--- src/rtl/umac_pkg.sv ---
package umac_pkg;
  localparam int unsigned UMAC_DEF_OPW  = 6;
  localparam int unsigned UMAC_DEF_ACCW = 12;
  localparam int unsigned UMAC_NUM_OPND = 2;
endpackage

--- src/rtl/umac_reg.sv ---
module umac_reg #(
  parameter int unsigned W = 8
) (
  input  logic         clk_i,
  input  logic         zero_i,
  input  logic [W-1:0] d_i,
  output logic [W-1:0] q_o
);
  always_ff @(posedge clk_i) begin
    if (zero_i) q_o <= '0;
    else        q_o <= d_i;
  end
endmodule

--- src/rtl/umac_mult_stage.sv ---
module umac_mult_stage #(
  parameter int unsigned OPW = 6,
  localparam int unsigned PRW = 2 * OPW
) (
  input  logic           clk_i,
  input  logic           zero_i,
  input  logic [OPW-1:0] x_i,
  input  logic [OPW-1:0] y_i,
  output logic [PRW-1:0] prod_o
);
  function automatic logic [PRW-1:0] mul_full(input logic [OPW-1:0] x, input logic [OPW-1:0] y);
    logic [PRW-1:0] xw, yw;
    xw = PRW'(x);
    yw = PRW'(y);
    return xw * yw;
  endfunction

  logic [PRW-1:0] prod_d;
  assign prod_d = mul_full(x_i, y_i);

  umac_reg #(.W(PRW)) prod_reg_i (
    .clk_i (clk_i),
    .zero_i(zero_i),
    .d_i   (prod_d),
    .q_o   (prod_o)
  );
endmodule

--- src/rtl/umac_acc_stage.sv ---
module umac_acc_stage #(
  parameter int unsigned PRW  = 12,
  parameter int unsigned ACCW = 12
) (
  input  logic            clk_i,
  input  logic            zero_i,
  input  logic [PRW-1:0]  prod_i,
  output logic [ACCW-1:0] acc_o,
  output logic [ACCW-1:0] acc_next_o
);
  function automatic logic [ACCW-1:0] fit_acc(input logic [PRW-1:0] p);
    return ACCW'(p);
  endfunction

  function automatic logic [ACCW-1:0] wrap_add(input logic [ACCW-1:0] s, input logic [ACCW-1:0] t);
    return s + t;
  endfunction

  assign acc_next_o = wrap_add(acc_o, fit_acc(prod_i));

  umac_reg #(.W(ACCW)) acc_reg_i (
    .clk_i (clk_i),
    .zero_i(zero_i),
    .d_i   (acc_next_o),
    .q_o   (acc_o)
  );
endmodule

--- src/rtl/umac_pipe.sv ---
module umac_pipe
  import umac_pkg::*;
#(
  parameter int unsigned OPW  = UMAC_DEF_OPW,
  parameter int unsigned ACCW = UMAC_DEF_ACCW,
  localparam int unsigned PRW = 2 * OPW
) (
  input  logic            clk_i,
  input  logic            rst_i,
  input  logic            clr_i,
  input  logic [OPW-1:0]  a_i,
  input  logic [OPW-1:0]  b_i,
  output logic [ACCW-1:0] acc_o
);
  logic                              flush;
  logic [UMAC_NUM_OPND-1:0][OPW-1:0] opnd_d;
  logic [UMAC_NUM_OPND-1:0][OPW-1:0] opnd_q;
  logic [PRW-1:0]                    prod_q;
  logic [ACCW-1:0]                   acc_next;

  assign flush     = rst_i | clr_i;
  assign opnd_d[0] = a_i;
  assign opnd_d[1] = b_i;

  for (genvar g = 0; g < UMAC_NUM_OPND; g++) begin : g_opnd
    umac_reg #(.W(OPW)) opnd_reg_i (
      .clk_i (clk_i),
      .zero_i(flush),
      .d_i   (opnd_d[g]),
      .q_o   (opnd_q[g])
    );
  end

  umac_mult_stage #(.OPW(OPW)) mult_i (
    .clk_i (clk_i),
    .zero_i(flush),
    .x_i   (opnd_q[0]),
    .y_i   (opnd_q[1]),
    .prod_o(prod_q)
  );

  umac_acc_stage #(.PRW(PRW), .ACCW(ACCW)) acc_i (
    .clk_i     (clk_i),
    .zero_i    (flush),
    .prod_i    (prod_q),
    .acc_o     (acc_o),
    .acc_next_o(acc_next)
  );
endmodule

--- config.mk ---
export PLATFORM = sky130hd
export DESIGN_NAME = umac_pipe
export DESIGN_NICKNAME = d
export VERILOG_FILES = /design/src/rtl/umac_pkg.sv /design/src/rtl/umac_reg.sv /design/src/rtl/umac_mult_stage.sv /design/src/rtl/umac_acc_stage.sv /design/src/rtl/umac_pipe.sv
export SDC_FILE = /design/constraint.sdc
export NUM_CORES = 1
export LEC_CHECK = 0
export BUFFER_PORTS_ARGS = -buffer_cell sky130_fd_sc_hd__buf_2
export CORE_MARGIN = 4
export CORE_UTILIZATION = 60
export DETAILED_ROUTE_END_ITERATION = 8
export PLACE_DENSITY = 0.81
export SLEW_MARGIN = 20
export SYNTH_ARGS = -nofsm -noshare
export SYNTH_HDL_FRONTEND = slang
export SYNTH_SLANG_ARGS = --single-unit
--- constraint.sdc ---
create_clock -name clk_i -period 5.25 [get_ports clk_i]
set_clock_uncertainty 0.1 [all_clocks]
set_input_delay 0.525 -clock clk_i [delete_from_list [all_inputs] [get_ports clk_i]]
set_output_delay 0.525 -clock clk_i [all_outputs]
set_load 0.01 [all_outputs]
==> results.ini, run 1 <==
[outcome]
run_status=finished, final reports clean

[floorplan]
rows=23
die_area_um2=5402
die_y_um=73.50
floorplan.io_pins=27
core_area_um2=4086
dieWidth_um=73.50
initial_core_util_pct=62.98

[critical_path]
crit_chain=nand2_1, fa_1, inv_1, fa_1, inv_1, fa_1, inv_1, ha_1, or3_1, or2_0, o221ai_1, xor2_1, nor2_1
cp_num_cells=13
endpoint_kind=flop
timing.critical_path.slowest_stage_cell=fa_1
critical_path.endpoint=mult_i.prod_reg_i.q_o[10]
r2r_worst_path_depth=13
critical_path_class=flop to flop
critical_path.reg2reg.startpoint=g_opnd[1].opnd_reg_i.q_o[5]
critical-path-top-delay-family=adder cells
critical_path_arrival_ns=3.81
timing.critical_path.slowest_cell_delay_ns=0.54
crit_buf_inv=3
setup.worst_path.start_class=flop
critical_path.max_fanout=6
cp-startpoint=g_opnd[1].opnd_reg_i.q_o[5]
worstPathRequired_ns=5.31
ff2ff_setup_slack_ns=1.51
critical_path.reg2reg.endpoint=mult_i.prod_reg_i.q_o[10]

[routing]
first_pass_iters=4
route.vias.total=1926
dr.first_iter.drc_count=77
wire_per_inst_um=13.13
post_route_drc_violation_count=0
drt-total-wl_mm=4.636
ant_nets=0
post_drt_via_cell_ratio=5.456

[logic_synthesis]
yosys_most_used_dff=dfxtp_1
synth-edff-count=0
post-synth-top-area-fraction_pct=28.00
synth.net_count=337
netlist_area_um2=2574
yosysUniqueCellTypes=43
post_synth_main_area_contributors=dfxtp_1 (28%), ha_1 (15%), fa_1 (14%), and2_1 (9.0%), inv_1 (4.1%)
postSynth.asyncResetShare_pct=0
post-synth-top-count-cell=and2_1
synth.top_cells.by_count=and2_1 (37), dfxtp_1 (36), ha_1 (31)
warning_count_from_the_yosys_run=0
synth_seq_area_share_pct=28.00
post-synth-top-area-cell=dfxtp_1
syn_avg_cell_area_um2=9.428
ys_seq_elements=36
synthCells=273

[placement]
post-dp-hpwl_mm=3.655
place.gp.congestion=0.9069
place.port_buffers=26
worst_slack_at_placement_ns=1.503

[global_routing]
antenna_found_initial=0
grt_pass1_wl_mm=8.093
vias_in_the_first_global_route=1896
pin_count_of_the_biggest_net_entering_global_routing=24
globalRouteOverflowTotal=0
grt_util_all_layers_pct=19.44

[power_and_ir_drop]
leakage_nw=1.409
pwr_density_cell_nw_per_um2=204.0
ir_worst_vdd_v=0.0001216

[clock_tree]
ctsRootBufferMaster=clkbuf_8
post_cts_resized=0
post_cts.repair.setup_buffers=0
clock_path_buffers=2
cts_tree=yes
htree_num_levels=2
cts_bufs_inserted=5
clkLatencyLatePin_ns=0.29
clk_pin_slew_worst_paths_ns=0.07
cts_hold_buffers=0
number_of_sinks_on_the_clock_net=36

[sta]
final.min_clock_period_ns=3.744
worst_slack_ns=1.506
totalNegativeSetupSlack_ns=0
tightestPinTransition_ns=0.7492
timing_hold_violations_final=0
maxClockFrequency_mhz=267.1
final_min_period_over_clock_period_pct=71.32
timing_max_transition_violations_final=0
max_slew_margin_pct=50.00
setup_viol=0
grt_setup_unrepaired=no

[final_layout]
fin_nets=366
area_delta_synth_final_pct=11.33
antennaDiodeCount=0
layout-drive-gt1-share_pct=13.53

[run]
cap_viol_max_count=0

[min_path]
timing.hold.worst.class=input port to flop
min_path_cells=2

-- layout by cell type, fill, tap and decap left out, drive strengths merged, types with 5 or more instances in the layout --
cell type / n
nor3: 10
o21ai: 11
clkbuf: 7
dfxtp: 36
nand2: 21
fa: 18
a211oi: 5
buf: 26
o21a: 5
nor2: 12
and2: 37
ha: 31
inv: 28
a21oi: 8
nor2b: 5
-- area by class of cell --
cell class	instances	area, um2
multi-input combinational	205	1720
fill	331	1221
sequential	36	720.7
timing repair buffer	26	130.1
inverter	28	105.1
clock buffer	7	96.34
tap	50	62.56
clock inverter	1	30.03
-- how the worst min path moves through the flow --
stage / end / from
final: g_opnd[0].opnd_reg_i.q_o[4] / a_i[4]
after global routing: g_opnd[0].opnd_reg_i.q_o[2] / a_i[2]
after CTS: g_opnd[0].opnd_reg_i.q_o[5] / a_i[5]
after detailed placement: mult_i.prod_reg_i.q_o[0] / g_opnd[0].opnd_reg_i.q_o[0]
after global placement: mult_i.prod_reg_i.q_o[0] / g_opnd[0].opnd_reg_i.q_o[0]
after floorplan: mult_i.prod_reg_i.q_o[0] / g_opnd[0].opnd_reg_i.q_o[0]
-- registers in the layout, summed over array words and instances (netlist names) --
name / cells
g_opnd.opnd_reg_i.q_o: 12
mult_i.prod_reg_i.q_o: 12
acc_i.acc_reg_i.q_o: 12
-- layer usage --
metal,track usage (%),wire length (um),vias to the layer above
met5,0,0,-
met4,7.042,92,0
met3,4.378,182,13
met2,35.43,2349,39
met1,21.89,2012,892
li1,-,-,982
-- cell families (layout without fill, tap and decap cells) --
family / count (synthesis) / count (layout) / share of synthesized area [%]
XOR/XNOR: 4 / 4 / 1.361
adder cells (fa/ha/maj): 49 / 49 / 29.07
buffers and inverters: 32 / 62 / 5.250
flip-flops: 36 / 36 / 28.00
AO/OA/AOI/OAI: 49 / 49 / 14.54
AND/OR/NAND/NOR: 101 / 101 / 21.00
multiplexers: 2 / 2 / 0.7779
-- through the flow --
step / utilization [%] / hold slack (ns) / instance area, um2 / cells / power [mW]
floorplan: - / 0.3948 / 2574 / 273 / 0.3120
global placement: 66.96 / 0.4249 / 2736 / 345 / 0.3206
detailed placement: 66.96 / 0.4346 / 2736 / 345 / 0.3221
CTS: 70.06 / 0.3196 / 2863 / 353 / 0.5903
global route: 70.12 / 0.3270 / 2865 / 353 / 0.6063
finish: 70.12 / 0.3242 / 2865 / 353 / 0.5844
-- power breakdown --
part | switching, mW | internal (mW)
sequential | 0.00544 | 0.278
combinational | 0.0178 | 0.0149
clock | 0.101 | 0.168
total | 0.124 | 0.460
Note: power is estimated with default switching activity, not from simulation.
==> run 2: changes to the inputs <==
- CORE_UTILIZATION: 60 -> 59
- PLACE_DENSITY: 0.81 -> 0.8
- clock period: 5.25 -> 3.76 ns (I/O delays scaled with it)
==> results.ini, run 2 (synthesis gave the netlist of run 1 again) <==
[run]
cap_viol_max_count=0

[min_path]
min_from=b_i[5]
timing.hold.worst.class=input port to flop

[floorplan]
floorplan.io_pins=27
die_area_um2=5483
dieWidth_um=74.05
core_area_um2=4115
rows=23
die_y_um=74.05
initial_core_util_pct=62.54

[sta]
timing_max_transition_violations_final=0
worst_slack_ns=0.1098
max_slew_margin_pct=55.60
maxClockFrequency_mhz=274.0
final.min_clock_period_ns=3.650
tightestPinTransition_ns=0.6660
timing_hold_violations_final=0
totalNegativeSetupSlack_ns=0
final_min_period_over_clock_period_pct=97.08
setup_viol=0

[critical_path]
ff2ff_setup_slack_ns=0.11
timing.critical_path.slowest_stage_cell=fa_1
r2r_worst_path_depth=13
critical-path-top-delay-family=adder cells
critical_path.endpoint=mult_i.prod_reg_i.q_o[10]
critical_path.reg2reg.startpoint=g_opnd[1].opnd_reg_i.q_o[5]
critical_path.reg2reg.endpoint=mult_i.prod_reg_i.q_o[10]
timing.critical_path.slowest_cell_delay_ns=0.53
worstPathRequired_ns=3.81
critical_path_arrival_ns=3.70
cp-startpoint=g_opnd[1].opnd_reg_i.q_o[5]
setup.worst_path.start_class=flop
cp_num_cells=13
critical_path_class=flop to flop
critical_path.max_fanout=6
crit_buf_inv=3
endpoint_kind=flop
crit_chain=nand2_1, fa_1, inv_1, fa_1, inv_1, fa_1, inv_1, ha_1, or3_4, or2_0, o221ai_2, xor2_1, nor2_1

[power_and_ir_drop]
ir_worst_vdd_v=0.0001651
pwr_density_cell_nw_per_um2=256.0
leakage_nw=1.402
power.share.sequential_pct=54.0
power.clock.fraction_pct=39.5
cellInternalPower_mw=0.5603
total_switching_power_mw=0.1732
comb_power_share_pct=6.5
p_sw_share_pct=23.61

[placement]
place.port_buffers=26
worst_slack_at_placement_ns=0.03321
place.gp.congestion=0.9014
post-dp-hpwl_mm=3.652

[clock_tree]
clock_path_buffers=2
clkLatencyLatePin_ns=0.29
cts_hold_buffers=0
ctsRootBufferMaster=clkbuf_8
number_of_sinks_on_the_clock_net=36
clk_pin_slew_worst_paths_ns=0.07
cts_bufs_inserted=5
htree_num_levels=2
cts_tree=yes

[routing]
route.vias.total=1965
routed.top_layer=met4
met2WireLength_mm=2.381
wl_met1_mm=2.003
post_drt_via_cell_ratio=5.535
first_pass_iters=6
dr.first_iter.drc_count=41
drt-total-wl_mm=4.679
post_route_drc_violation_count=0
met3_wirelength_um=218
ant_nets=0
wire_per_inst_um=13.18

[final_layout]
multi_input_area_um2=1732
layout.cells.most_common=and2_1
final.fill_count=320
antennaDiodeCount=0
fin_nets=368
area_delta_synth_final_pct=11.33
seqCellArea_um2=730.7
layout_top_registers=acc_i.acc_reg_i.q_o (12), g_opnd.opnd_reg_i.q_o (12), mult_i.prod_reg_i.q_o (12)
layout_common_cells=and2_1 (37), ha_1 (31), inv_1 (28), dfxtp_1 (28), buf_2 (26)
layout-drive-gt1-share_pct=16.72

[outcome]
run_status=finished, final reports clean

[global_routing]
grt_pass1_wl_mm=8.459
grt_util_all_layers_pct=20.03
globalRouteOverflowTotal=0
vias_in_the_first_global_route=1943
antenna_found_initial=0
pin_count_of_the_biggest_net_entering_global_routing=24

-- run 2: cell type report --
class | count | area share, %
Multi-Input combinational cell | 205 | 60.44
Tap cell | 50 | 2.183
Inverter | 28 | 3.668
Clock buffer | 8 | 3.144
Timing Repair Buffer | 28 | 5.065
Sequential cell | 36 | 25.50
-- run 2: through the flow --
stage	instance area [um2]	utilization [%]	hold slack, ns	std cells	total power [mW]
after floorplan	2574	-	0.3948	273	0.4356
after global placement	2751	66.86	0.4229	347	0.4493
after detailed placement	2751	66.86	0.4320	347	0.4518
after CTS	2841	69.05	0.1822	355	0.7312
after global routing	2865	69.63	0.1844	355	0.7661
final	2865	69.63	0.1793	355	0.7335
-- run 2: worst min path at each step --
stage	slack (ns)	depth (start not counted)	end
2_1_floorplan	0.39	1	mult_i.prod_reg_i.q_o[0]
3_3_place_gp	0.42	1	mult_i.prod_reg_i.q_o[0]
3_5_place_dp	0.43	2	acc_i.acc_reg_i.q_o[0]
4_1_cts	0.18	2	g_opnd[1].opnd_reg_i.q_o[5]
5_1_grt	0.18	2	g_opnd[1].opnd_reg_i.q_o[5]
6_report	0.18	2	g_opnd[1].opnd_reg_i.q_o[5]
-- run 2: per-layer routing --
metal  vias up  global-route usage, %
li1        984                      -
met1       923                  23.96
met2        49                  35.04
met3         9                  4.054
met4         0                  8.249
met5         -                      0
-- run 2: worst reg2reg max path, cell delays in order, from the launching register on --
cell	delay [ns]
dfxtp_2	0.37
nand2_1	0.09
fa_1	0.53
inv_1	0.05
fa_1	0.53
inv_1	0.05
fa_1	0.52
inv_1	0.04
ha_1	0.23
or3_4	0.41
or2_0	0.23
o221ai_2	0.15
xor2_1	0.16
nor2_1	0.05
-- run 2: power by group through the flow --
stage	clock network [mW]	logic, mW	registers, mW
2_1_floorplan	0	0.0332	0.402
3_3_place_gp	0	0.0453	0.404
3_5_place_dp	0	0.0475	0.404
4_1_cts	0.288	0.0479	0.395
5_1_grt	0.313	0.0555	0.398
6_report	0.290	0.0474	0.396
-- run 2: what timing repair did --
action / 4_1_cts / 5_1_grt
resized for setup: 0 / 11
setup buffers: 0 / 0
setup endpoints to repair: 0 / 3
